[src/rtl/uart_txb_pkg.sv]
package uart_txb_pkg;
  typedef enum logic [1:0] {
    PH_IDLE  = 2'd0,
    PH_START = 2'd1,
    PH_DATA  = 2'd2,
    PH_STOP  = 2'd3
  } tx_phase_e;
endpackage

[src/rtl/uart_txb_fifo.sv]
module uart_txb_fifo #(
  parameter int DW    = 8,
  parameter int DEPTH = 32,
  localparam int AW = (DEPTH > 1) ? $clog2(DEPTH) : 1,
  localparam int CW = $clog2(DEPTH + 1)
) (
  input  logic          clk,
  input  logic          rst_n,
  input  logic          push,
  input  logic [DW-1:0] wdata,
  input  logic          pop,
  output logic [DW-1:0] rdata,
  output logic [CW-1:0] count,
  output logic          full,
  output logic          empty
);
  logic [DW-1:0] mem [DEPTH];
  logic [AW-1:0] wr_ptr, rd_ptr;

  function automatic logic [AW-1:0] bump(input logic [AW-1:0] p);
    return (p == AW'(DEPTH - 1)) ? '0 : p + 1'b1;
  endfunction

  assign full  = (count == CW'(DEPTH));
  assign empty = (count == '0);
  assign rdata = mem[rd_ptr];

  wire do_push = push && !full;
  wire do_pop  = pop && !empty;

  always_ff @(posedge clk) begin
    if (do_push) mem[wr_ptr] <= wdata;
  end

  always_ff @(posedge clk or negedge rst_n) begin
    if (!rst_n) begin
      wr_ptr <= '0;
      rd_ptr <= '0;
      count  <= '0;
    end else begin
      if (do_push) wr_ptr <= bump(wr_ptr);
      if (do_pop)  rd_ptr <= bump(rd_ptr);
      case ({do_push, do_pop})
        2'b10:   count <= count + 1'b1;
        2'b01:   count <= count - 1'b1;
        default: count <= count;
      endcase
    end
  end
endmodule

[src/rtl/uart_txb_shifter.sv]
module uart_txb_shifter
  import uart_txb_pkg::*;
#(
  parameter int DW = 8,
  localparam int BCW = (DW > 1) ? $clog2(DW) : 1
) (
  input  logic          clk,
  input  logic          rst_n,
  input  logic          tick,
  input  logic          avail,
  input  logic [DW-1:0] ld_data,
  output logic          take,
  output logic          done,
  output logic          busy,
  output logic          txd
);
  tx_phase_e      phase;
  logic [DW-1:0]  shreg;
  logic [BCW-1:0] bitcnt;

  assign take = tick && avail && ((phase == PH_IDLE) || (phase == PH_STOP));
  assign done = tick && (phase == PH_STOP);
  assign busy = (phase != PH_IDLE);

  always_comb begin
    case (phase)
      PH_START: txd = 1'b0;
      PH_DATA:  txd = shreg[0];
      default:  txd = 1'b1;
    endcase
  end

  always_ff @(posedge clk or negedge rst_n) begin
    if (!rst_n) begin
      phase  <= PH_IDLE;
      shreg  <= '0;
      bitcnt <= '0;
    end else if (tick) begin
      case (phase)
        PH_IDLE: begin
          if (avail) begin
            phase <= PH_START;
            shreg <= ld_data;
          end
        end
        PH_START: begin
          phase  <= PH_DATA;
          bitcnt <= '0;
        end
        PH_DATA: begin
          shreg <= shreg >> 1;
          if (bitcnt == BCW'(DW - 1)) phase <= PH_STOP;
          else bitcnt <= bitcnt + 1'b1;
        end
        default: begin
          if (avail) begin
            phase <= PH_START;
            shreg <= ld_data;
          end else begin
            phase <= PH_IDLE;
          end
        end
      endcase
    end
  end
endmodule

[src/rtl/uart_txb_bypass.sv]
module uart_txb_bypass #(
  parameter int DW = 8
) (
  input  logic          clk,
  input  logic          rst_n,
  input  logic          fifo_en,
  input  logic          imm_set,
  input  logic          in_valid,
  input  logic [DW-1:0] in_data,
  input  logic          fifo_room,
  input  logic          fifo_empty,
  input  logic [DW-1:0] fifo_rdata,
  input  logic          take,
  input  logic          done,
  output logic          in_ready,
  output logic          fifo_push,
  output logic          fifo_pop,
  output logic          avail,
  output logic [DW-1:0] ld_data,
  output logic          imm_pending,
  output logic          ovf
);
  logic          imm_q;
  logic          claimed_q;
  logic          hold_full;
  logic [DW-1:0] hold_q;
  logic          cur_byp;

  wire route_byp = imm_q && !claimed_q;
  wire accept    = in_valid && in_ready;

  assign in_ready    = route_byp || fifo_room;
  assign fifo_push   = accept && !route_byp;
  assign avail       = hold_full || !fifo_empty;
  assign ld_data     = hold_full ? hold_q : fifo_rdata;
  assign fifo_pop    = take && !hold_full;
  assign imm_pending = imm_q;

  always_ff @(posedge clk or negedge rst_n) begin
    if (!rst_n) begin
      imm_q     <= 1'b0;
      claimed_q <= 1'b0;
      hold_full <= 1'b0;
      hold_q    <= '0;
      cur_byp   <= 1'b0;
      ovf       <= 1'b0;
    end else begin
      if (in_valid && !in_ready) ovf <= 1'b1;

      if (accept && route_byp) begin
        hold_q    <= in_data;
        hold_full <= 1'b1;
        claimed_q <= 1'b1;
      end else if (take && hold_full) begin
        hold_full <= 1'b0;
      end

      if (take) cur_byp <= hold_full;
      else if (done) cur_byp <= 1'b0;

      if (done && cur_byp) begin
        imm_q     <= 1'b0;
        claimed_q <= 1'b0;
      end else if (imm_set && fifo_en && !imm_q) begin
        imm_q <= 1'b1;
      end
    end
  end
endmodule

[src/rtl/uart_tx_bypass.sv]
module uart_tx_bypass #(
  parameter int DW    = 8,
  parameter int DEPTH = 32,
  localparam int CW = $clog2(DEPTH + 1)
) (
  input  logic          clk,
  input  logic          rst_n,
  input  logic          baud_tick,
  input  logic          fifo_en,
  input  logic          rts_inv,
  input  logic          imm_set,
  input  logic          in_valid,
  output logic          in_ready,
  input  logic [DW-1:0] in_data,
  output logic          txd,
  output logic          rts_n,
  output logic          imm_pending,
  output logic          ovf
);
  logic          fifo_push, fifo_pop, fifo_full, fifo_empty, fifo_room;
  logic [DW-1:0] fifo_rdata, ld_data;
  logic [CW-1:0] fifo_count;
  logic          avail, take, done, busy;

  assign fifo_room = fifo_en ? !fifo_full : fifo_empty;
  assign rts_n     = rts_inv ? busy : !busy;

  uart_txb_fifo #(.DW(DW), .DEPTH(DEPTH)) u_fifo (
    .clk   (clk),
    .rst_n (rst_n),
    .push  (fifo_push),
    .wdata (in_data),
    .pop   (fifo_pop),
    .rdata (fifo_rdata),
    .count (fifo_count),
    .full  (fifo_full),
    .empty (fifo_empty)
  );

  uart_txb_bypass #(.DW(DW)) u_byp (
    .clk         (clk),
    .rst_n       (rst_n),
    .fifo_en     (fifo_en),
    .imm_set     (imm_set),
    .in_valid    (in_valid),
    .in_data     (in_data),
    .fifo_room   (fifo_room),
    .fifo_empty  (fifo_empty),
    .fifo_rdata  (fifo_rdata),
    .take        (take),
    .done        (done),
    .in_ready    (in_ready),
    .fifo_push   (fifo_push),
    .fifo_pop    (fifo_pop),
    .avail       (avail),
    .ld_data     (ld_data),
    .imm_pending (imm_pending),
    .ovf         (ovf)
  );

  uart_txb_shifter #(.DW(DW)) u_shift (
    .clk     (clk),
    .rst_n   (rst_n),
    .tick    (baud_tick),
    .avail   (avail),
    .ld_data (ld_data),
    .take    (take),
    .done    (done),
    .busy    (busy),
    .txd     (txd)
  );
endmodule

[config.mk]
export PLATFORM = sky130hd
export DESIGN_NAME = uart_tx_bypass
export DESIGN_NICKNAME = d
export VERILOG_FILES = /design/src/rtl/uart_txb_pkg.sv /design/src/rtl/uart_txb_fifo.sv /design/src/rtl/uart_txb_shifter.sv /design/src/rtl/uart_txb_bypass.sv /design/src/rtl/uart_tx_bypass.sv
export SDC_FILE = /design/constraint.sdc
export NUM_CORES = 1
export LEC_CHECK = 0
export ABC_AREA = 1
export ABC_CLOCK_PERIOD_IN_PS = 4300
export BUFFER_PORTS_ARGS = -buffer_cell sky130_fd_sc_hd__buf_2
export CORE_UTILIZATION = 30
export CTS_CLUSTER_DIAMETER = 120
export DETAILED_ROUTE_END_ITERATION = 7
export GPL_ROUTABILITY_DRIVEN = 0
export PLACE_DENSITY = 0.56
export RECOVER_POWER = 25
export SYNTH_ARGS = -nofsm -noshare
export SYNTH_HDL_FRONTEND = slang
export SYNTH_SLANG_ARGS = --single-unit
[constraint.sdc]
create_clock -name clk -period 4.3 [get_ports clk]
set_clock_uncertainty 0.15 [all_clocks]
set_input_delay 0 -clock clk [delete_from_list [all_inputs] [get_ports clk]]
set_output_delay 0 -clock clk [all_outputs]
set_load 0.01 [all_outputs]
# Yosys cells after proc, flatten, opt, wreduce, memory -nomap -nowiden
# Memory sizes are Yosys's and may differ from the RTL's.
# Index checks and enable logic that the tools add are counted.
# W data, S select, Z words.
# totals
reg_bits,42
out_inout_bits,5
in_bits,15
ramBits,256
wordCells,95
memories,1
# mem_list
memory,depth,width,read_ports,rd_ports_with_merged_regs,write_ports,line_no,text
u_fifo.mem,32,8,1,0,1,uart_txb_fifo.sv:17,logic [DW-1:0] mem [DEPTH];
# op_classes
n_mux,25
bitwise,1
reduce_logical,39
add_sub_neg,5
eq_ne,12
# op_table
op,n
$mux W8,2
$pmux W8 S2,1
$reduce_bool A2 Y1,8
$logic_and A1 B1 Y1,15
$mux W1,13
$pmux W6 S2,1
$add A5 B1 Y5 const B,2
$eq A5 B5 Y1 const B,2
$mux W5,2
$reduce_and A3 Y1,3
$logic_not A1 Y1,8
$add A6 B1 Y6 const B,1
$eq A2 B2 Y1 const B,3
$eq A6 B6 Y1 const B,1
$logic_not A6 Y1,1
$pmux W2 S3,1
$pmux W3 S2,1
$sub A6 B1 Y6 const B,1
$eq A2 B1 Y1 const B,2
$mux W2,2
$ne A2 B1 Y1 const B,2
$add A3 B1 Y3 const B,1
$eq A3 B3 Y1 const B,1
$logic_or A1 B1 Y1,3
5 further kinds,5

# Depth between registers and ports, before layout
# Gate-level depths: netlist of run 1.
# logic_depth
depth_word,9
depth_mapped,18
depth_no_buf,17

# Cells and area by module
# A second synthesis of run 1 with hierarchy kept.
# hier_totals
cells_unflattened,1363
area_unflattened_um2,13469.2
# by_module_without_submodules
module,area_each_um2,n_inst,seq_area_each_um2,cells_each
uart_txb_fifo,11925.2,1,8087.8,1150
uart_txb_shifter,823.3,1,325.3,111
uart_txb_bypass,683.2,1,325.3,92
uart_tx_bypass,37.5,1,0.0,10

# Least setup slack after synthesis of run 1
# Ideal clock, no wire load.
# synth_path
path_type,register to register
startpoint,register u_fifo.count[0]
endpoint,register u_fifo.count[5]
path_slack_ns,1.709
stages_incl_launch_ff,19
path_buffers,1
t_required_ns,4.033
setup_time_ns,0.117
arrival_time_ns,2.325
cell_sequence,dfrtp_1 > inv_2 > nand4_1 > nor2_2 > nand2_1 > o21ai_1 > nand2_2 > buf_6 > ha_1 > ha_1 > nand3_1 > nand3_1 > nand2_1 > a21oi_1 > nor2_1 > nand2_1 > nand2_1 > nand2_1 > nand2_1
# synth_between
elab_chain_len,9
word_cells_on_any_way,20
# synth_lines
element,line_no,text
from (decl),uart_txb_fifo.sv:13,"output logic [CW-1:0] count,"
from (signal assigned),uart_txb_fifo.sv:44,2'b10: count <= count + 1'b1;
from (signal assigned),uart_txb_fifo.sv:45,2'b01: count <= count - 1'b1;
from (signal assigned),uart_txb_fifo.sv:46,default: count <= count;
$eq A6 B6 Y1 or $logic_not A6 Y1 (tied branches),"uart_txb_fifo.sv:24, uart_txb_fifo.sv:25",
$logic_not A1 Y1 (on tied branches),n/a,
$mux W1 or $logic_or A1 B1 Y1 (tied branches),"uart_tx_bypass.sv:25, uart_txb_bypass.sv:34",
$logic_or A1 B1 Y1 or $logic_and A1 B1 Y1 (tied branches),"uart_txb_bypass.sv:32, uart_txb_shifter.sv:21",
$logic_and A1 B1 Y1 (on tied branches),"uart_txb_bypass.sv:30, uart_txb_shifter.sv:21",
$logic_and A1 B1 Y1 (on tied branches),"uart_txb_bypass.sv:33, uart_txb_bypass.sv:36",
$logic_and A1 B1 Y1 (on tied branches),"uart_txb_fifo.sv:28, uart_txb_fifo.sv:29",
$eq A2 B1 Y1 or $eq A2 B2 Y1 (tied branches),uart_txb_fifo.sv:43,"case ({do_push, do_pop})"
$pmux W6 S2 or $reduce_bool A2 Y1 (tied branches),n/a,
# Several ways; a longest one is shown, not always the timed one.
# A chain may end at the register's enable or synchronous reset.

# Final worst setup path of run 1
# layout_path
startpoint,register u_fifo.count[3]
endpoint,"memory u_fifo.mem[7][0], enable pin"
# layout_between
elab_chain_len,9
word_cells_on_any_way,10
# layout_lines
element,line_no,text
$eq A6 B6 Y1,uart_txb_fifo.sv:24,assign full = (count == CW'(DEPTH));
$logic_not A1 Y1,"uart_txb_fifo.sv:28, uart_tx_bypass.sv:25",
$mux W1,uart_tx_bypass.sv:25,assign fifo_room = fifo_en ? !fifo_full : fifo_empty;
$logic_or A1 B1 Y1,uart_txb_bypass.sv:32,assign in_ready = route_byp || fifo_room;
$logic_and A1 B1 Y1,uart_txb_bypass.sv:30,wire accept = in_valid && in_ready;
$logic_and A1 B1 Y1,uart_txb_bypass.sv:33,assign fifo_push = accept && !route_byp;
$logic_and A1 B1 Y1 *,uart_txb_fifo.sv:28,wire do_push = push && !full;
$mux W1 *,uart_txb_fifo.sv:32,if (do_push) mem[wr_ptr] <= wdata;
$mux W1 (not written as such) *,uart_txb_fifo.sv:32,
to (decl),uart_txb_fifo.sv:17,
# Mark *: on every way between the ends. The rest lies on a longest branch, timed or not.

==> results of run 1 <==
-- final cells by class --
cell class	count	area, sq um	area share, %
Tap cell	585	732	4.83
Inverter	106	400	2.64
Sequential cell	298	8740	57.7
Clock inverter	19	189	1.25
Timing Repair Buffer	66	507	3.34
Clock buffer	39	846	5.58
Multi-Input combinational cell	839	3740	24.7
-- stage by stage --
step / hold slack, ns / cells / power (mW) / util (%) / worst slack, ns
final: 0.00620 / 1952 / 9.56 / 35.0 / 1.37
after CTS: 0.0316 / 1952 / 9.63 / 35.0 / 1.37
after floorplan: -0.446 / 1300 / 5.93 / - / 1.71
after detailed placement: 0.103 / 1878 / 6.89 / 32.3 / 1.40
after global routing: 0.106 / 1952 / 10.2 / 35.0 / 1.13
after global placement: 0.0954 / 1878 / 6.87 / 32.3 / 1.42
-- registers in the layout, summed over array words and instances, names as in the netlist --
signal             flops
u_fifo.count           6
u_byp.claimed_q        1
u_byp.hold_q           8
u_byp.imm_pending      1
u_byp.cur_byp          1
u_fifo.rd_ptr          5
u_fifo.wr_ptr          5
u_shift.bitcnt         3
u_byp.hold_full        1
u_fifo.mem           256
u_shift.phase          2
u_byp.ovf              1
u_shift.shreg          8
-- cell usage after synthesis --
cell type                  count  share of area, %
sky130_fd_sc_hd__a21boi_0      1             0.057
sky130_fd_sc_hd__a21oi_1      17              0.64
sky130_fd_sc_hd__a31oi_1       1             0.047
sky130_fd_sc_hd__a32o_1        2              0.15
sky130_fd_sc_hd__buf_1         5              0.14
sky130_fd_sc_hd__buf_2        23              0.87
sky130_fd_sc_hd__buf_4        16              0.91
sky130_fd_sc_hd__buf_6         8              0.68
sky130_fd_sc_hd__clkbuf_1      5              0.14
sky130_fd_sc_hd__clkinv_1      7              0.20
sky130_fd_sc_hd__dfrtp_1      42               7.9
sky130_fd_sc_hd__edfxtp_1    256                58
sky130_fd_sc_hd__fa_1          1              0.15
sky130_fd_sc_hd__ha_1         19               1.8
sky130_fd_sc_hd__inv_1        94               2.7
sky130_fd_sc_hd__inv_2         4              0.11
sky130_fd_sc_hd__inv_4         1             0.047
sky130_fd_sc_hd__mux2_2        8              0.68
sky130_fd_sc_hd__nand2_1     443                13
sky130_fd_sc_hd__nand2_2       2             0.094
sky130_fd_sc_hd__nand3_1     120               4.5
sky130_fd_sc_hd__nand3_2       1             0.076
sky130_fd_sc_hd__nand4_1       2             0.094
sky130_fd_sc_hd__nor2_1      142               4.0
sky130_fd_sc_hd__nor2_2        1             0.047
sky130_fd_sc_hd__nor2_4        1             0.085
sky130_fd_sc_hd__nor3_1       34               1.3
sky130_fd_sc_hd__o21ai_0      21              0.79
sky130_fd_sc_hd__o21ai_1      12              0.45
sky130_fd_sc_hd__o21bai_1      2              0.11
sky130_fd_sc_hd__o22ai_1       1             0.047
sky130_fd_sc_hd__or2_2         2             0.094
sky130_fd_sc_hd__xnor2_1       1             0.066
sky130_fd_sc_hd__xor2_1        5              0.33
-- cells by family (layout without fill, tap and decap cells) --
family,Yosys count,in the layout,share of synthesized area [%]
simple gates,748,748,22.9
flops,298,298,66.0
buf+inv,163,230,5.77
compound gates,57,57,2.31
fa+ha+maj,20,20,1.95
mux,8,8,0.680
xor+xnor,6,6,0.397
-- worst reg2reg max path: stages (launching register included) --
cell                      delay, ns
sky130_fd_sc_hd__dfrtp_1       0.40
sky130_fd_sc_hd__inv_1         0.09
sky130_fd_sc_hd__nand4_1       0.13
sky130_fd_sc_hd__nor2_2        0.17
sky130_fd_sc_hd__nand2_1       0.09
sky130_fd_sc_hd__o21ai_1       0.12
sky130_fd_sc_hd__nand2_2       0.11
sky130_fd_sc_hd__buf_4         0.29
sky130_fd_sc_hd__nor3_1        0.99
-- worst max path at each step --
| stage | endpoint | from | cells past startpoint |
|---|---|---|---|
| after floorplan | u_fifo.count[5] | u_fifo.count[0] | 18 |
| after global routing | u_fifo.count[5] | u_shift.phase[0] | 15 |
| after detailed placement | u_fifo.mem[7][6] | u_fifo.count[1] | 8 |
| after global placement | u_fifo.mem[7][7] | u_fifo.count[0] | 8 |
| after CTS | u_fifo.mem[7][0] | u_fifo.count[1] | 8 |
| final | u_fifo.mem[7][0] | u_fifo.count[3] | 8 |
-- cells in the final DEF, fill, tap and decap left out, types with 5 or more instances in the layout --
| cell type | n |
|---|---|
| sky130_fd_sc_hd__nand2_1 | 443 |
| sky130_fd_sc_hd__edfxtp_1 | 256 |
| sky130_fd_sc_hd__nor2_1 | 142 |
| sky130_fd_sc_hd__nand3_1 | 120 |
| sky130_fd_sc_hd__inv_1 | 94 |
| sky130_fd_sc_hd__dfrtp_1 | 41 |
| sky130_fd_sc_hd__nor3_1 | 34 |
| sky130_fd_sc_hd__clkbuf_16 | 31 |
| sky130_fd_sc_hd__buf_4 | 29 |
| sky130_fd_sc_hd__o21ai_0 | 21 |
| sky130_fd_sc_hd__ha_1 | 19 |
| sky130_fd_sc_hd__a21oi_1 | 17 |
| sky130_fd_sc_hd__dlygate4sd3_1 | 16 |
| sky130_fd_sc_hd__buf_2 | 14 |
| sky130_fd_sc_hd__o21ai_1 | 12 |
| sky130_fd_sc_hd__clkinv_1 | 10 |
| sky130_fd_sc_hd__clkbuf_1 | 9 |
| sky130_fd_sc_hd__mux2_2 | 8 |
| sky130_fd_sc_hd__clkinv_2 | 7 |
| sky130_fd_sc_hd__xor2_1 | 5 |
-- power by group through the flow --
| stage | sequential [mW] | combinational [mW] | clock [mW] |
|---|---|---|---|
| finish | 3.61 | 3.24 | 2.71 |
| global route | 3.64 | 3.63 | 2.88 |
| CTS | 3.60 | 3.26 | 2.77 |
| detailed placement | 3.66 | 3.22 | 0 |
| global placement | 3.66 | 3.22 | 0 |
| floorplan | 3.56 | 2.37 | 0 |
-- what timing repair did --
item / 4_1_cts / 5_1_grt
hold buffers: 16 / 0
endpoints found under the hold margin: 332 / 0
setup buffers: 0 / 0
endpoints found under the setup margin: 0 / 0
-- metal layers --
metal  vias to the layer above  routed length [um]  GRT usage (%)
met4                         0                 712           4.30
li1                       4366                   -              -
met2                       218               15300           23.9
met3                        44                1650           1.95
met5                         -                   0              0
met1                      4286               14900           20.6
==> metrics.txt, run 1 <==
# TYPE chip_impl_metric gauge
chip_impl_metric{name="first_global_vias",unit=""} 8590
chip_impl_metric{name="synth-seq-area-share",unit="%"} 66.0
chip_impl_info{name="timing.hold.worst.class",value="input port to asynchronous set/reset pin"} 1
chip_impl_metric{name="final_layout_size_suffix_gt1_share",unit="%"} 8.56
chip_impl_metric{name="grt_pass1_wl",unit="mm"} 50.7
chip_impl_metric{name="route.detailed.drc",unit=""} 0
chip_impl_info{name="clockRootBuffer",value="sky130_fd_sc_hd__clkbuf_16"} 1
chip_impl_metric{name="power.static_leakage",unit="nW"} 6.08
chip_impl_metric{name="cellInternalPower",unit="mW"} 5.91
chip_impl_metric{name="setup_tns",unit="ns"} 0
chip_impl_info{name="path_cells",value="inv_1 -> nand4_1 -> nor2_2 -> nand2_1 -> o21ai_1 -> nand2_2 -> buf_4 -> nor3_1"} 1
chip_impl_metric{name="placed_area",unit="sq um"} 14000
chip_impl_metric{name="critPathMaxFanout",unit=""} 42
chip_impl_metric{name="firstDrtPassIters",unit=""} 5
chip_impl_metric{name="boundary_pin_count",unit=""} 20
chip_impl_metric{name="slew_violations",unit=""} 170
chip_impl_metric{name="postSynthRegisterBits",unit=""} 298
chip_impl_metric{name="cp_data_required_time",unit="ns"} 4.33
chip_impl_metric{name="synthCells",unit=""} 1300
chip_impl_metric{name="regToRegSetupSlack",unit="ns"} 1.37
chip_impl_metric{name="report.final.hold_viol_count",unit=""} 0
chip_impl_metric{name="route.final.wire_length",unit="mm"} 32.6
chip_impl_metric{name="cts_htree_levels",unit=""} 1
chip_impl_metric{name="vias_per_cell",unit=""} 4.57
chip_impl_metric{name="worst_ir_drop_vdd",unit="mV"} 0.353
chip_impl_metric{name="clk_pin_slew",unit="ns"} 0.06
chip_impl_metric{name="setup_viol",unit=""} 0
chip_impl_metric{name="drt_iter0_drc",unit=""} 685
chip_impl_metric{name="fp.dieH",unit="um"} 212
chip_impl_info{name="r2r-start",value="u_fifo.count[3]"} 1
chip_impl_metric{name="io_buffers",unit=""} 19
chip_impl_metric{name="share_of_power_burned_in_combinational_logic",unit="%"} 33.9
chip_impl_metric{name="grt_start_max_net_pins",unit=""} 154
chip_impl_metric{name="detailed_place_hpwl",unit="mm"} 19.4
chip_impl_metric{name="rr_worst_depth",unit=""} 8
chip_impl_metric{name="global_route.overflow_total",unit=""} 0
chip_impl_metric{name="final_critical_path_required_period",unit="ns"} 2.93
chip_impl_metric{name="netSwitchingFraction",unit="%"} 38.2
chip_impl_metric{name="ant_nets",unit=""} 0
chip_impl_metric{name="crit_path_max_incr_delay",unit="ns"} 0.96
chip_impl_metric{name="antenna_found_initial",unit=""} 0
chip_impl_metric{name="clock_path_buffers",unit=""} 3
chip_impl_metric{name="std_cell_rows",unit=""} 76
chip_impl_metric{name="post_cts.resized_instances",unit=""} 0
chip_impl_metric{name="power_share_of_the_clock_group",unit="%"} 28.4
chip_impl_metric{name="initial_utilization",unit="%"} 30.6
chip_impl_info{name="crit_path_top_delay_cell",value="sky130_fd_sc_hd__nor3_1"} 1
chip_impl_metric{name="fp.coreArea",unit="sq um"} 43300
chip_impl_metric{name="worst_ep_arrival_time",unit="ns"} 2.96
chip_impl_metric{name="worst_skew_pair_later_pin_latency",unit="ns"} 0.58
chip_impl_metric{name="num_vias",unit=""} 8914
chip_impl_metric{name="p_sw",unit="mW"} 3.65
chip_impl_info{name="grt_setup_unrepaired",value="false"} 1
chip_impl_metric{name="numCtsBuffers",unit=""} 31
chip_impl_metric{name="max_cap_violations",unit=""} 5
chip_impl_metric{name="buffer_and_inverter_count_on_the_worst_path",unit=""} 2
chip_impl_info{name="status",value="finished, violations left"} 1
chip_impl_info{name="violations",value="capacitance limit, slew limit"} 1
chip_impl_metric{name="worstMarginPinSlew",unit="ns"} 2.06
chip_impl_metric{name="relSlewSlack",unit="%"} -37.2
chip_impl_metric{name="cts_num_sinks",unit=""} 298
chip_impl_metric{name="finish.instance_area",unit="sq um"} 15200
chip_impl_metric{name="areaGrowthSynthToFinish",unit="%"} 14.5
chip_impl_metric{name="number_of_distinct_standard_cells_referenced_by_the_synthesized_netlist",unit=""} 34
chip_impl_info{name="reg2reg_to",value="u_fifo.mem[7][0]"} 1
chip_impl_info{name="tritoncts",value="yes"} 1
chip_impl_info{name="timing.critical_path.to_type",value="flop"} 1
chip_impl_metric{name="synth_area",unit="sq um"} 13200
chip_impl_metric{name="synth_fp_nets",unit=""} 1335
chip_impl_info{name="worstSetupStartpointType",value="flop"} 1
chip_impl_metric{name="fillCellCount",unit=""} 4333
chip_impl_metric{name="nNetsFinal",unit=""} 1377
chip_impl_metric{name="routedWlPerCell",unit="um"} 16.7
chip_impl_metric{name="antenna-diode-count",unit=""} 0
chip_impl_metric{name="yosys_warnings",unit=""} 0
chip_impl_metric{name="die-area",unit="sq um"} 45000
chip_impl_metric{name="syn-mean-instance-area",unit="sq um"} 10.2
chip_impl_metric{name="global_routing_usage_summed_across_all_routing_layers",unit="%"} 14.7
chip_impl_info{name="critPathTopFamily",value="simple AND/OR/NAND/NOR gates"} 1
chip_impl_metric{name="die_w",unit="um"} 212
chip_impl_metric{name="cellPowerDensity",unit="nW/um^2"} 631
chip_impl_metric{name="share_seq_of_total_power",unit="%"} 37.7
chip_impl_metric{name="finalCritPeriodShare",unit="%"} 68.0
chip_impl_metric{name="max_freq",unit="GHz"} 0.342
chip_impl_info{name="criticalPathCategory",value="flop to flop"} 1
Note: power is estimated with default switching activity, not from simulation.
==> inputs of run 2 (changes only) <==
--- a/config.mk
+++ b/config.mk
@@ -5,14 +5,14 @@
 export SDC_FILE = /design/constraint.sdc
 export NUM_CORES = 1
 export LEC_CHECK = 0
-export ABC_AREA = 1
-export ABC_CLOCK_PERIOD_IN_PS = 4300
+export ABC_AREA = 0
+export ABC_CLOCK_PERIOD_IN_PS = 2460
 export BUFFER_PORTS_ARGS = -buffer_cell sky130_fd_sc_hd__buf_2
 export CORE_UTILIZATION = 30
 export CTS_CLUSTER_DIAMETER = 120
 export DETAILED_ROUTE_END_ITERATION = 7
 export GPL_ROUTABILITY_DRIVEN = 0
-export PLACE_DENSITY = 0.56
+export PLACE_DENSITY = 0.58
 export RECOVER_POWER = 25
 export SYNTH_ARGS = -nofsm -noshare
 export SYNTH_HDL_FRONTEND = slang
==> constraint.sdc (replaced) <==
create_clock -name clk -period 2.46 [get_ports clk]
set_clock_uncertainty 0.15 [all_clocks]
set_input_delay 0 -clock clk [delete_from_list [all_inputs] [get_ports clk]]
set_output_delay 0 -clock clk [all_outputs]
set_load 0.01 [all_outputs]
==> run 2 against run 1 <==
Effect of this change: critical path type unchanged; non-clock buffer count is 76 higher; critical path depth up 2; via count down 24%; the run ends with capacitance limit, slew limit, setup timing left; fmax grew 6.2%; sequential share of layout area fell by 1.9 points; die area fell by 6.4%; setup slack got worse by 1.7 ns; utilization increased by 3.5 points; register-to-register slack got worse by 1.7 ns.
==> metrics.txt, run 2 <==
# TYPE chip_impl_metric gauge
chip_impl_metric{name="postSynthRegisterBits",unit=""} 298
chip_impl_info{name="reg2reg_to",value="u_fifo.count[5]"} 1
chip_impl_metric{name="nNetsFinal",unit=""} 868
chip_impl_info{name="criticalPathCategory",value="flop to flop"} 1
chip_impl_metric{name="global_routing_usage_summed_across_all_routing_layers",unit="%"} 13.2
chip_impl_metric{name="die_w",unit="um"} 205
chip_impl_info{name="setup.worst_path.end",value="u_fifo.count[5]"} 1
chip_impl_metric{name="synth-edff-count",unit=""} 256
chip_impl_info{name="final_cell_mix",value="256 x sky130_fd_sc_hd__edfxtp_1, 75 x sky130_fd_sc_hd__buf_4, 61 x sky130_fd_sc_hd__mux4_2"} 1
chip_impl_metric{name="yosys_warnings",unit=""} 0
chip_impl_metric{name="power.static_leakage",unit="nW"} 5.28
chip_impl_metric{name="initial_utilization",unit="%"} 30.4
chip_impl_info{name="clockRootBuffer",value="sky130_fd_sc_hd__clkbuf_16"} 1
chip_impl_metric{name="clock_path_buffers",unit=""} 3
chip_impl_metric{name="global_route.overflow_total",unit=""} 0
chip_impl_metric{name="cts_htree_levels",unit=""} 1
chip_impl_metric{name="fp.coreArea",unit="sq um"} 40700
chip_impl_info{name="worstSetupStartpointType",value="flop"} 1
chip_impl_metric{name="route.final.wire_length",unit="mm"} 27.3
chip_impl_metric{name="std_cell_rows",unit=""} 74
chip_impl_metric{name="synth-seq-area-share",unit="%"} 70.6
chip_impl_metric{name="synth_area",unit="sq um"} 12400
chip_impl_metric{name="antenna_found_initial",unit=""} 0
chip_impl_metric{name="final_layout_size_suffix_gt1_share",unit="%"} 37.3
chip_impl_metric{name="number_of_distinct_standard_cells_referenced_by_the_synthesized_netlist",unit=""} 54
chip_impl_metric{name="cts_num_sinks",unit=""} 298
chip_impl_info{name="largestRegisters",value="u_fifo.mem x256, u_byp.hold_q x8, u_shift.shreg x8"} 1
chip_impl_metric{name="finalCritPeriodShare",unit="%"} 112
chip_impl_metric{name="holdPathStages",unit=""} 3
chip_impl_metric{name="max_freq",unit="GHz"} 0.363
chip_impl_metric{name="synth-async-reset-ratio",unit="%"} 14.1
chip_impl_metric{name="final_critical_path_required_period",unit="ns"} 2.76
chip_impl_metric{name="areaGrowthSynthToFinish",unit="%"} 26.6
chip_impl_info{name="synth_area_leaders",value="sky130_fd_sc_hd__edfxtp_1 62%, sky130_fd_sc_hd__mux4_2 10%, sky130_fd_sc_hd__dfrtp_1 8.5%"} 1
chip_impl_info{name="synth.top_cells.by_count",value="256 x sky130_fd_sc_hd__edfxtp_1, 61 x sky130_fd_sc_hd__nor2_1, 55 x sky130_fd_sc_hd__mux4_2, 42 x sky130_fd_sc_hd__dfrtp_1"} 1
chip_impl_metric{name="num_vias",unit=""} 6769
chip_impl_info{name="grt_setup_unrepaired",value="true"} 1
chip_impl_metric{name="fp.dieH",unit="um"} 205
chip_impl_info{name="r2r-start",value="u_fifo.count[0]"} 1
chip_impl_metric{name="die-area",unit="sq um"} 42100
chip_impl_info{name="setup.worst_path.start",value="u_fifo.count[0]"} 1
chip_impl_info{name="yosysMostFrequentCell",value="sky130_fd_sc_hd__edfxtp_1"} 1
chip_impl_metric{name="setup_tns",unit="ns"} -0.888
chip_impl_metric{name="final_core_util",unit="%"} 38.5
chip_impl_metric{name="report.final.hold_viol_count",unit=""} 0
chip_impl_metric{name="rr_worst_depth",unit=""} 10
chip_impl_metric{name="largest_reg_flops",unit=""} 256
chip_impl_info{name="final_common_cell",value="sky130_fd_sc_hd__edfxtp_1"} 1
chip_impl_info{name="timing.critical_path.to_type",value="flop"} 1
chip_impl_metric{name="worst_ep_arrival_time",unit="ns"} 3.06
chip_impl_info{name="most_used_dff_post_synth",value="sky130_fd_sc_hd__edfxtp_1"} 1
chip_impl_info{name="regMostFlops",value="u_fifo.mem"} 1
chip_impl_info{name="synth_area_leader_cell",value="sky130_fd_sc_hd__edfxtp_1"} 1
chip_impl_metric{name="io_buffers",unit=""} 19
chip_impl_info{name="timing.hold.worst.class",value="input port to primary output"} 1
chip_impl_metric{name="worst_skew_pair_later_pin_latency",unit="ns"} 0.58
chip_impl_metric{name="cellPowerDensity",unit="nW/um^2"} 1100
chip_impl_metric{name="boundary_pin_count",unit=""} 20
chip_impl_metric{name="first_global_vias",unit=""} 6973
chip_impl_metric{name="vias_per_cell",unit=""} 4.87
chip_impl_metric{name="drt_iter0_drc",unit=""} 592
chip_impl_metric{name="grt_start_max_net_pins",unit=""} 34
chip_impl_info{name="status",value="finished, violations left"} 1
chip_impl_metric{name="antenna-diode-count",unit=""} 0
chip_impl_metric{name="ant_nets",unit=""} 0
chip_impl_info{name="tritoncts",value="yes"} 1
chip_impl_metric{name="syn-mean-instance-area",unit="sq um"} 17.9
chip_impl_metric{name="firstDrtPassIters",unit=""} 5
chip_impl_metric{name="detailed_place_hpwl",unit="mm"} 17.0
chip_impl_metric{name="critPathMaxFanout",unit=""} 6
chip_impl_metric{name="routedWlPerCell",unit="um"} 19.7
chip_impl_metric{name="setup_viol",unit=""} 9
chip_impl_metric{name="regToRegSetupSlack",unit="ns"} -0.30
chip_impl_metric{name="numCtsBuffers",unit=""} 31
chip_impl_metric{name="worstMarginPinSlew",unit="ns"} 1.68
chip_impl_metric{name="postLayoutSetupSlackWorst",unit="ns"} -0.296
chip_impl_metric{name="cp_data_required_time",unit="ns"} 2.76
chip_impl_metric{name="synth_largest_type_area_fraction",unit="%"} 62.1
chip_impl_metric{name="worst_ir_drop_vdd",unit="mV"} 0.715
chip_impl_metric{name="grt_pass1_wl",unit="mm"} 42.1
chip_impl_metric{name="clk_pin_slew",unit="ns"} 0.06
chip_impl_info{name="violations",value="capacitance limit, slew limit, setup timing"} 1
chip_impl_metric{name="synth_fp_nets",unit=""} 725
chip_impl_metric{name="slew_violations",unit=""} 136
chip_impl_metric{name="max_cap_violations",unit=""} 4
chip_impl_metric{name="relSlewSlack",unit="%"} -12.0
chip_impl_metric{name="route.detailed.drc",unit=""} 0
chip_impl_metric{name="synthCells",unit=""} 690
==> run 2: cell types whose count changed after synthesis, moves of 13 or more <==
cell,change
sky130_fd_sc_hd__buf_2,-17
sky130_fd_sc_hd__mux4_2,+55
sky130_fd_sc_hd__mux2i_1,+26
sky130_fd_sc_hd__inv_1,-81
sky130_fd_sc_hd__nor2_1,-81
sky130_fd_sc_hd__nor3_1,-32
sky130_fd_sc_hd__a211oi_1,+13
sky130_fd_sc_hd__nand2_1,-416
sky130_fd_sc_hd__buf_4,-13
sky130_fd_sc_hd__nand3_1,-113
==> run 2: power by group <==
| part | internal [mW] | total [mW] | switching, mW |
|---|---|---|---|
| Sequential | 5.95 | 6.26 | 0.307 |
| Clock | 2.52 | 4.47 | 1.96 |
| Combinational | 3.39 | 6.53 | 3.15 |
==> run 2: cells by family after synthesis <==
logic type | Yosys count | synth area share [%]
AO/OA/AOI/OAI | 77 | 4.29
buffers and inverters | 46 | 1.93
flip-flops | 298 | 70.6
XOR/XNOR | 5 | 0.354
adder cells (fa/ha/maj) | 20 | 2.08
AND/OR/NAND/NOR | 142 | 5.64
multiplexers | 102 | 15.1
==> run 2: worst min path at each step <==
stage,endpoint,slack [ns],startpoint
floorplan,u_byp.claimed_q,-0.45,rst_n
global placement,u_fifo.count[5],-0.06,rst_n
detailed placement,u_fifo.count[5],-0.04,rst_n
CTS,rts_n,0.12,rts_inv
global route,rts_n,0.15,rts_inv
finish,rts_n,0.11,rts_inv
==> run 2: layout make-up <==
class / instances / area, sq um
Timing Repair Buffer: 142 / 1380
Sequential cell: 298 / 8750
Tap cell: 532 / 666
Clock inverter: 23 / 179
Fill cell: 3731 / 25100
Clock buffer: 34 / 787
Multi-Input combinational cell: 346 / 3860
Inverter: 14 / 55.1
==> run 2: through the flow <==
step	total power [mW]	worst slack (ns)	hold WS [ns]	area (sq um)	cells
2_1_floorplan	9.76	-0.397	-0.446	12500	690
3_3_place_gp	11.8	-0.317	-0.0550	13800	1292
3_5_place_dp	11.9	-0.387	-0.0440	13800	1292
4_1_cts	17.2	-0.303	0.115	15400	1379
5_1_grt	18.2	-0.388	0.148	15700	1389
6_report	17.3	-0.296	0.111	15700	1389
==> run 2: critical path: stages, from the launching register on <==
cell and delay [ns]:
sky130_fd_sc_hd__dfrtp_2 0.43, sky130_fd_sc_hd__or4_4 0.55, sky130_fd_sc_hd__o21ai_4 0.17, sky130_fd_sc_hd__a21oi_4 0.09, sky130_fd_sc_hd__inv_4 0.07, sky130_fd_sc_hd__ha_4 0.17, sky130_fd_sc_hd__ha_4 0.22, sky130_fd_sc_hd__and4_1 0.16
sky130_fd_sc_hd__a311o_1 0.27, sky130_fd_sc_hd__a211o_1 0.24, sky130_fd_sc_hd__xor2_1 0.14
==> run 2: metal layers <==
metal  track usage (%)  part of all wire, %  up-vias
li1                  -                    -     3045
met1              19.5                   48     3537
met2              20.8                   46      154
met3              1.97                  4.3       33
met4              2.41                  1.5        0
met5                 0                    0        -
==> run 2: what timing repair did <==
| item | 4_1_cts | 5_1_grt |
|---|---|---|
| buffers inserted | 13 | 10 |
| hold buffers | 18 | 0 |
| pin swaps | 22 | 17 |
| endpoints found under the hold margin | 317 | 0 |
| gates cloned | 1 | 0 |
| setup endpoints to repair | 269 | 171 |
| resized for setup | 108 | 20 |
